===== src/rtl/irq_entry_pkg.sv =====
package irq_entry_pkg;
    typedef enum logic [1:0] {
        SRC_SOFT = 2'b00,
        SRC_HW   = 2'b01,
        SRC_EXC  = 2'b10,
        SRC_EXC2 = 2'b11
    } src_e;

    typedef enum logic [1:0] {
        ST_IDLE   = 2'b00,
        ST_GRANT  = 2'b01,
        ST_DENY   = 2'b10,
        ST_RESUME = 2'b11
    } guard_state_e;
endpackage


===== src/rtl/irq_priv_check.sv =====
module irq_priv_check #(
    parameter int PL_W = 2
) (
    input  logic [PL_W-1:0] cpl_i,
    input  logic [PL_W-1:0] gate_dpl_i,
    input  logic [PL_W-1:0] seg_dpl_i,
    input  logic            seg_conf_i,
    input  logic            is_soft_i,
    output logic            deny_o,
    output logic [PL_W-1:0] cpl_next_o
);
    logic seg_too_low;
    logic gate_blocks;

    always_comb begin
        // target less privileged than the caller: numerically larger level
        seg_too_low = (seg_dpl_i > cpl_i);
        // the gate level only guards software-raised events
        gate_blocks = is_soft_i && (cpl_i > gate_dpl_i);
        deny_o      = seg_too_low || gate_blocks;
        cpl_next_o  = seg_conf_i ? cpl_i : seg_dpl_i;
    end
endmodule


===== src/rtl/irq_flag_edit.sv =====
module irq_flag_edit #(
    parameter int FLAGS_W = 32,
    parameter int TF_POS  = 8,
    parameter int IF_POS  = 9,
    parameter int NT_POS  = 14,
    parameter int RF_POS  = 16,
    parameter int VM_POS  = 17
) (
    input  logic [FLAGS_W-1:0] live_i,
    input  logic [FLAGS_W-1:0] saved_i,
    input  logic               trap_gate_i,
    output logic [FLAGS_W-1:0] entry_o,
    output logic [FLAGS_W-1:0] resume_o
);
    localparam logic [FLAGS_W-1:0] ONE        = {{(FLAGS_W-1){1'b0}}, 1'b1};
    localparam logic [FLAGS_W-1:0] ALWAYS_CLR = (ONE << TF_POS) | (ONE << NT_POS)
                                              | (ONE << RF_POS) | (ONE << VM_POS);
    localparam logic [FLAGS_W-1:0] IE_BIT     = ONE << IF_POS;
    localparam logic [FLAGS_W-1:0] RESTORE    = ALWAYS_CLR | IE_BIT;

    always_comb begin
        entry_o  = live_i & ~ALWAYS_CLR;
        if (!trap_gate_i) begin
            entry_o = entry_o & ~IE_BIT;
        end
        resume_o = (live_i & ~RESTORE) | (saved_i & RESTORE);
    end
endmodule


===== src/rtl/irq_entry_guard.sv =====
module irq_entry_guard
    import irq_entry_pkg::*;
#(
    parameter int PL_W    = 2,
    parameter int FLAGS_W = 32,
    parameter int TF_POS  = 8,
    parameter int IF_POS  = 9,
    parameter int NT_POS  = 14,
    parameter int RF_POS  = 16,
    parameter int VM_POS  = 17
) (
    input  logic               clk,
    input  logic               rst_n,
    input  logic               enter_valid_i,
    input  logic               return_valid_i,
    input  logic [1:0]         src_i,
    input  logic               gate_trap_i,
    input  logic [PL_W-1:0]    gate_dpl_i,
    input  logic [PL_W-1:0]    seg_dpl_i,
    input  logic               seg_conf_i,
    input  logic [PL_W-1:0]    cpl_i,
    input  logic [FLAGS_W-1:0] flags_i,
    output logic [PL_W-1:0]    cpl_o,
    output logic [FLAGS_W-1:0] flags_o,
    output logic               done_o,
    output logic               fault_o
);
    guard_state_e       state_q, state_d;
    logic               deny;
    logic [PL_W-1:0]    cpl_next;
    logic [FLAGS_W-1:0] entry_flags, resume_flags;
    logic [FLAGS_W-1:0] saved_q;
    logic [PL_W-1:0]    cpl_q;
    logic [FLAGS_W-1:0] flags_q;
    logic               is_soft;

    assign is_soft = (src_e'(src_i) == SRC_SOFT);

    irq_priv_check #(.PL_W(PL_W)) u_priv (
        .cpl_i      (cpl_i),
        .gate_dpl_i (gate_dpl_i),
        .seg_dpl_i  (seg_dpl_i),
        .seg_conf_i (seg_conf_i),
        .is_soft_i  (is_soft),
        .deny_o     (deny),
        .cpl_next_o (cpl_next)
    );

    irq_flag_edit #(
        .FLAGS_W(FLAGS_W), .TF_POS(TF_POS), .IF_POS(IF_POS),
        .NT_POS(NT_POS), .RF_POS(RF_POS), .VM_POS(VM_POS)
    ) u_flags (
        .live_i      (flags_i),
        .saved_i     (saved_q),
        .trap_gate_i (gate_trap_i),
        .entry_o     (entry_flags),
        .resume_o    (resume_flags)
    );

    // next-state choice: entry wins over return
    always_comb begin
        if (enter_valid_i) begin
            state_d = deny ? ST_DENY : ST_GRANT;
        end else if (return_valid_i) begin
            state_d = ST_RESUME;
        end else begin
            state_d = ST_IDLE;
        end
    end

    // state register
    always_ff @(posedge clk) begin
        if (!rst_n) begin
            state_q <= ST_IDLE;
        end else begin
            state_q <= state_d;
        end
    end

    // data registers move with the state decision
    always_ff @(posedge clk) begin
        if (!rst_n) begin
            cpl_q   <= '0;
            flags_q <= '0;
            saved_q <= '0;
        end else begin
            unique case (state_d)
                ST_GRANT: begin
                    cpl_q   <= cpl_next;
                    flags_q <= entry_flags;
                    saved_q <= flags_i;
                end
                ST_RESUME: begin
                    flags_q <= resume_flags;
                end
                ST_DENY, ST_IDLE: begin
                end
            endcase
        end
    end

    // outputs decoded from state
    always_comb begin
        done_o  = 1'b0;
        fault_o = 1'b0;
        unique case (state_q)
            ST_GRANT:  done_o  = 1'b1;
            ST_RESUME: done_o  = 1'b1;
            ST_DENY:   fault_o = 1'b1;
            ST_IDLE:   ;
        endcase
    end

    assign cpl_o   = cpl_q;
    assign flags_o = flags_q;

    AST_LOW_SEG_FAULTS: assert property (@(posedge clk) disable iff (!rst_n)
        (enter_valid_i && (seg_dpl_i > cpl_i)) |=> fault_o);
    AST_SOFT_GATE_FAULTS: assert property (@(posedge clk) disable iff (!rst_n)
        (enter_valid_i && is_soft && (cpl_i > gate_dpl_i)) |=> fault_o);
    AST_HW_GATE_IGNORED: assert property (@(posedge clk) disable iff (!rst_n)
        (enter_valid_i && !is_soft && (seg_dpl_i <= cpl_i)) |=> (done_o && !fault_o));
    AST_ENTRY_CLEARS: assert property (@(posedge clk) disable iff (!rst_n)
        (enter_valid_i && !deny) |=> (!flags_o[TF_POS] && !flags_o[NT_POS]
                                      && !flags_o[RF_POS] && !flags_o[VM_POS]));
    AST_FAULT_HOLDS: assert property (@(posedge clk) disable iff (!rst_n)
        (enter_valid_i && deny) |=> ($stable(cpl_o) && $stable(flags_o)));
    AST_PULSES_EXCLUSIVE: assert property (@(posedge clk) disable iff (!rst_n)
        !(done_o && fault_o));
    AST_FAULT_NEEDS_STROBE: assert property (@(posedge clk) disable iff (!rst_n)
        fault_o |-> $past(enter_valid_i));
    AST_RETURN_KEEPS_CPL: assert property (@(posedge clk) disable iff (!rst_n)
        (return_valid_i && !enter_valid_i) |=> $stable(cpl_o));
endmodule


===== config.mk =====
export PLATFORM = sky130hd
export DESIGN_NAME = irq_entry_guard
export DESIGN_NICKNAME = d
export VERILOG_FILES = /design/src/rtl/irq_entry_pkg.sv /design/src/rtl/irq_priv_check.sv /design/src/rtl/irq_flag_edit.sv /design/src/rtl/irq_entry_guard.sv
export SDC_FILE = /design/constraint.sdc
export NUM_CORES = 1
export LEC_CHECK = 0
export BUFFER_PORTS_ARGS = -buffer_cell sky130_fd_sc_hd__buf_2
export CAP_MARGIN = 20
export CORE_MARGIN = 5
export CORE_UTILIZATION = 56
export CTS_CLUSTER_SIZE = 8
export DETAILED_ROUTE_END_ITERATION = 8
export GPL_TIMING_DRIVEN = 0
export PLACE_DENSITY = 0.93
export SLEW_MARGIN = 20
export SYNTH_ARGS = -nofsm -noshare
export SYNTH_HDL_FRONTEND = slang
export SYNTH_HIERARCHICAL = 1
export SYNTH_SLANG_ARGS = --single-unit

===== constraint.sdc =====
create_clock -name clk -period 4 [get_ports clk]
set_clock_uncertainty 0.1 [all_clocks]
set_input_delay 0.6 -clock clk [delete_from_list [all_inputs] [get_ports clk]]
set_output_delay 0.6 -clock clk [all_outputs]
set_load 0.05 [all_outputs]

==> parameters.txt <==
Parameter                              Value

Run status
  Result of the run ... complete, no violations

Clocking
  Longest Clk Path Bufs ... 2
  Clock Sink Count ... between 40 and 50
  Number of buffers inserted by post-CTS setup repair ... 0
  Insertion delay to the later sink of the worst-skew pair ... ~290 ps
  Clk slew on worst S/H paths ... 70 ps
  Number of buffers created by CTS ... 5
  Total of hold buffers inserted after clock tree synthesis ... 0
  Deepest level of the CTS H-tree ... 2
  Root buffer cell ... sky130_fd_sc_hd__clkbuf_8
  TritonCTS clock tree ... built
  CTS-repair resized insts ... 0

Drt
  DR vias/cell ... approximately 4.9
  Wire length per cell after detailed routing ... approximately 13 um
  Detailed-route via count ... 2089
  Drc violations ... 0
  Iteration-0 DRC count of the detailed router ... between 80 and 90
  Post-Route WL ... ~5500 um
  First-pass iteration count of the detailed router ... 4
  Count of antenna-violating nets left after detailed routing ... 0

Synthesis
  Yosys synthesis warning count ... 6
  Average size of a mapped cell ... 7.48 um2
  Mapped Area ... 0.00233 mm2
  Synthesized netlist cell count ... 311

Global route
  GRT met3 Usage ... ~5.5%
  Overflow left after global routing ... 0
  Antenna violations before repair ... 0
  Number of global-route vias before repair ... around 2000
  Global-route total usage across every layer ... between 20 and 25%
  Maximum number of pins on one net before global-route repair ... 13
  Met2 Track Usage GR ... a little over a third
  GR peak layer ... met2
  Wire length of the first global-routing pass ... ~8700 um
  Met1 global-route usage ... 23.0%

Critical path
  Startpoint kind of the worst setup timing path ... input port
  Largest driver fanout on the critical path ... 10
  Crit Path Class ... input port to flop
  Worst EP arrival ... between 2000 and 2500 ps
  Crit path capture type ... flop
  Data required time of the critical path ... roughly 4100 ps

Final layout
  Most common cell after layout, fill and taps aside ... sky130_fd_sc_hd__nand2_1
  Layout filler cell count ... between 300 and 400
  Commonest cells after routing, fill and taps aside ... sky130_fd_sc_hd__nand2_1, sky130_fd_sc_hd__buf_4, sky130_fd_sc_hd__buf_2
  Final std cells w/o fill ... ~430
  Ratio of cells with drive above 1 in the final layout ... 36.8%
  Number of diodes ... 0
  Multi-input logic area ... around 900 um2
  Combined flip-flop and latch cell area ... just over 800 um2
  Nets ... around 420
  Util after Layout ... between 60% and 70%
  Post-synthesis to final-layout area growth ... 19.6%

Power and ir drop
  Total power ... around 1.1 mW
  Leakage power ... about 1.3 nW
  Highest ir drop seen on vdd ... 0.000258 V
  Ratio of total power to cell area ... approximately 410 mW/mm2

Floorplan
  Count of pins on the block boundary ... 82
  Starting utilization of the core area ... 57.8%
  Area of the die ... between 0.005 and 0.006 mm2
  Row count ... 23
  Die boundary height ... ~74 um
  Placeable Area ... 0.00403 mm2
  X dimension of the die ... 74.5 um

STA
  Total count of hold-check failures in the final report ... 0
  Fraction of the cycle the final worst path needs ... a little over half
  Minimum clock period ... ~2100 ps
  Highest achievable clock rate ... roughly 480 MHz
  Final Max Tran Viols ... 0
  Unrepaired setup endpoints after global routing ... false
  Setup-violating endpoint count in the final report ... 0
  Setup Total Neg Slack ... 0 ps

Place
  Port Buffers ... 53
  Cell count after placement ... 417
  Final weighted congestion in routability-driven placement ... between 0.7 and 0.8
  Final HPWL from detailed placement ... 4120 um

Run
  Max-cap violations ... 0

Worst hold path
  Class of the tightest hold or removal check ... flop to flop
final timing paths:
path            endpoint           from  slack [ps]  depth (start not counted)
max           flags_o[3]  gate_dpl_i[1]        1910                         11
max reg2reg  flags_o[16]    saved_q[16]        3120                          3
min reg2reg   saved_q[8]     saved_q[8]         360                          2
min           saved_q[8]     saved_q[8]         360                          2
stage by stage:
step                      hold WS [ps]  setup slack, ps  area [um2]
after floorplan                    344             1920        2340
after global placement             351             1680        2670
after detailed placement           357             1590        2670
after CTS                          367             1910        2780
after global routing               387             1770        2780
final                              364             1910        2780
cell type report:
type / instances / share of cell area (%)
Multi-Input combinational cell: 176 / 31.7
Sequential cell: 41 / 29.5
Timing Repair Buffer: 53 / 9.53
Clock buffer: 7 / 3.10
Clock inverter: 1 / 1.08
Buffer: 92 / 22.2
Inverter: 5 / 0.674
Tap cell: 50 / 2.25
routing by layer:
layer / share of wire, % / wire (um) / vias to the layer above
met5: 0 / 0 / -
met4: 1.6 / 89 / 0
met3: 7.2 / 393 / 9
met2: 52 / 2840 / 71
met1: 39 / 2130 / 935
li1: - / - / 1074
flip-flops by register name, indices dropped and copies added (netlist names):
signal,flops
flags_o,32
saved_q,5
cpl_o,2
state_q,2
power breakdown:
group          leakage [nW]  internal [mW]  switching (mW)  total [mW]
combinational         0.942          0.119           0.214       0.333
sequential            0.339          0.444          0.0165       0.460
clock                0.0585          0.203           0.137       0.341
total                  1.34          0.766           0.368        1.13
critical path, stage by stage:
cell                       delay, ps
sky130_fd_sc_hd__buf_2            70
sky130_fd_sc_hd__inv_1            30
sky130_fd_sc_hd__ha_1            300
sky130_fd_sc_hd__nand2_1          70
sky130_fd_sc_hd__nand2_1          40
sky130_fd_sc_hd__o21ai_0         230
sky130_fd_sc_hd__nand2b_1        220
sky130_fd_sc_hd__buf_4           140
sky130_fd_sc_hd__buf_2           210
sky130_fd_sc_hd__nand2_1         100
sky130_fd_sc_hd__a31oi_1         180
Note: power is estimated with default switching activity, not from simulation.
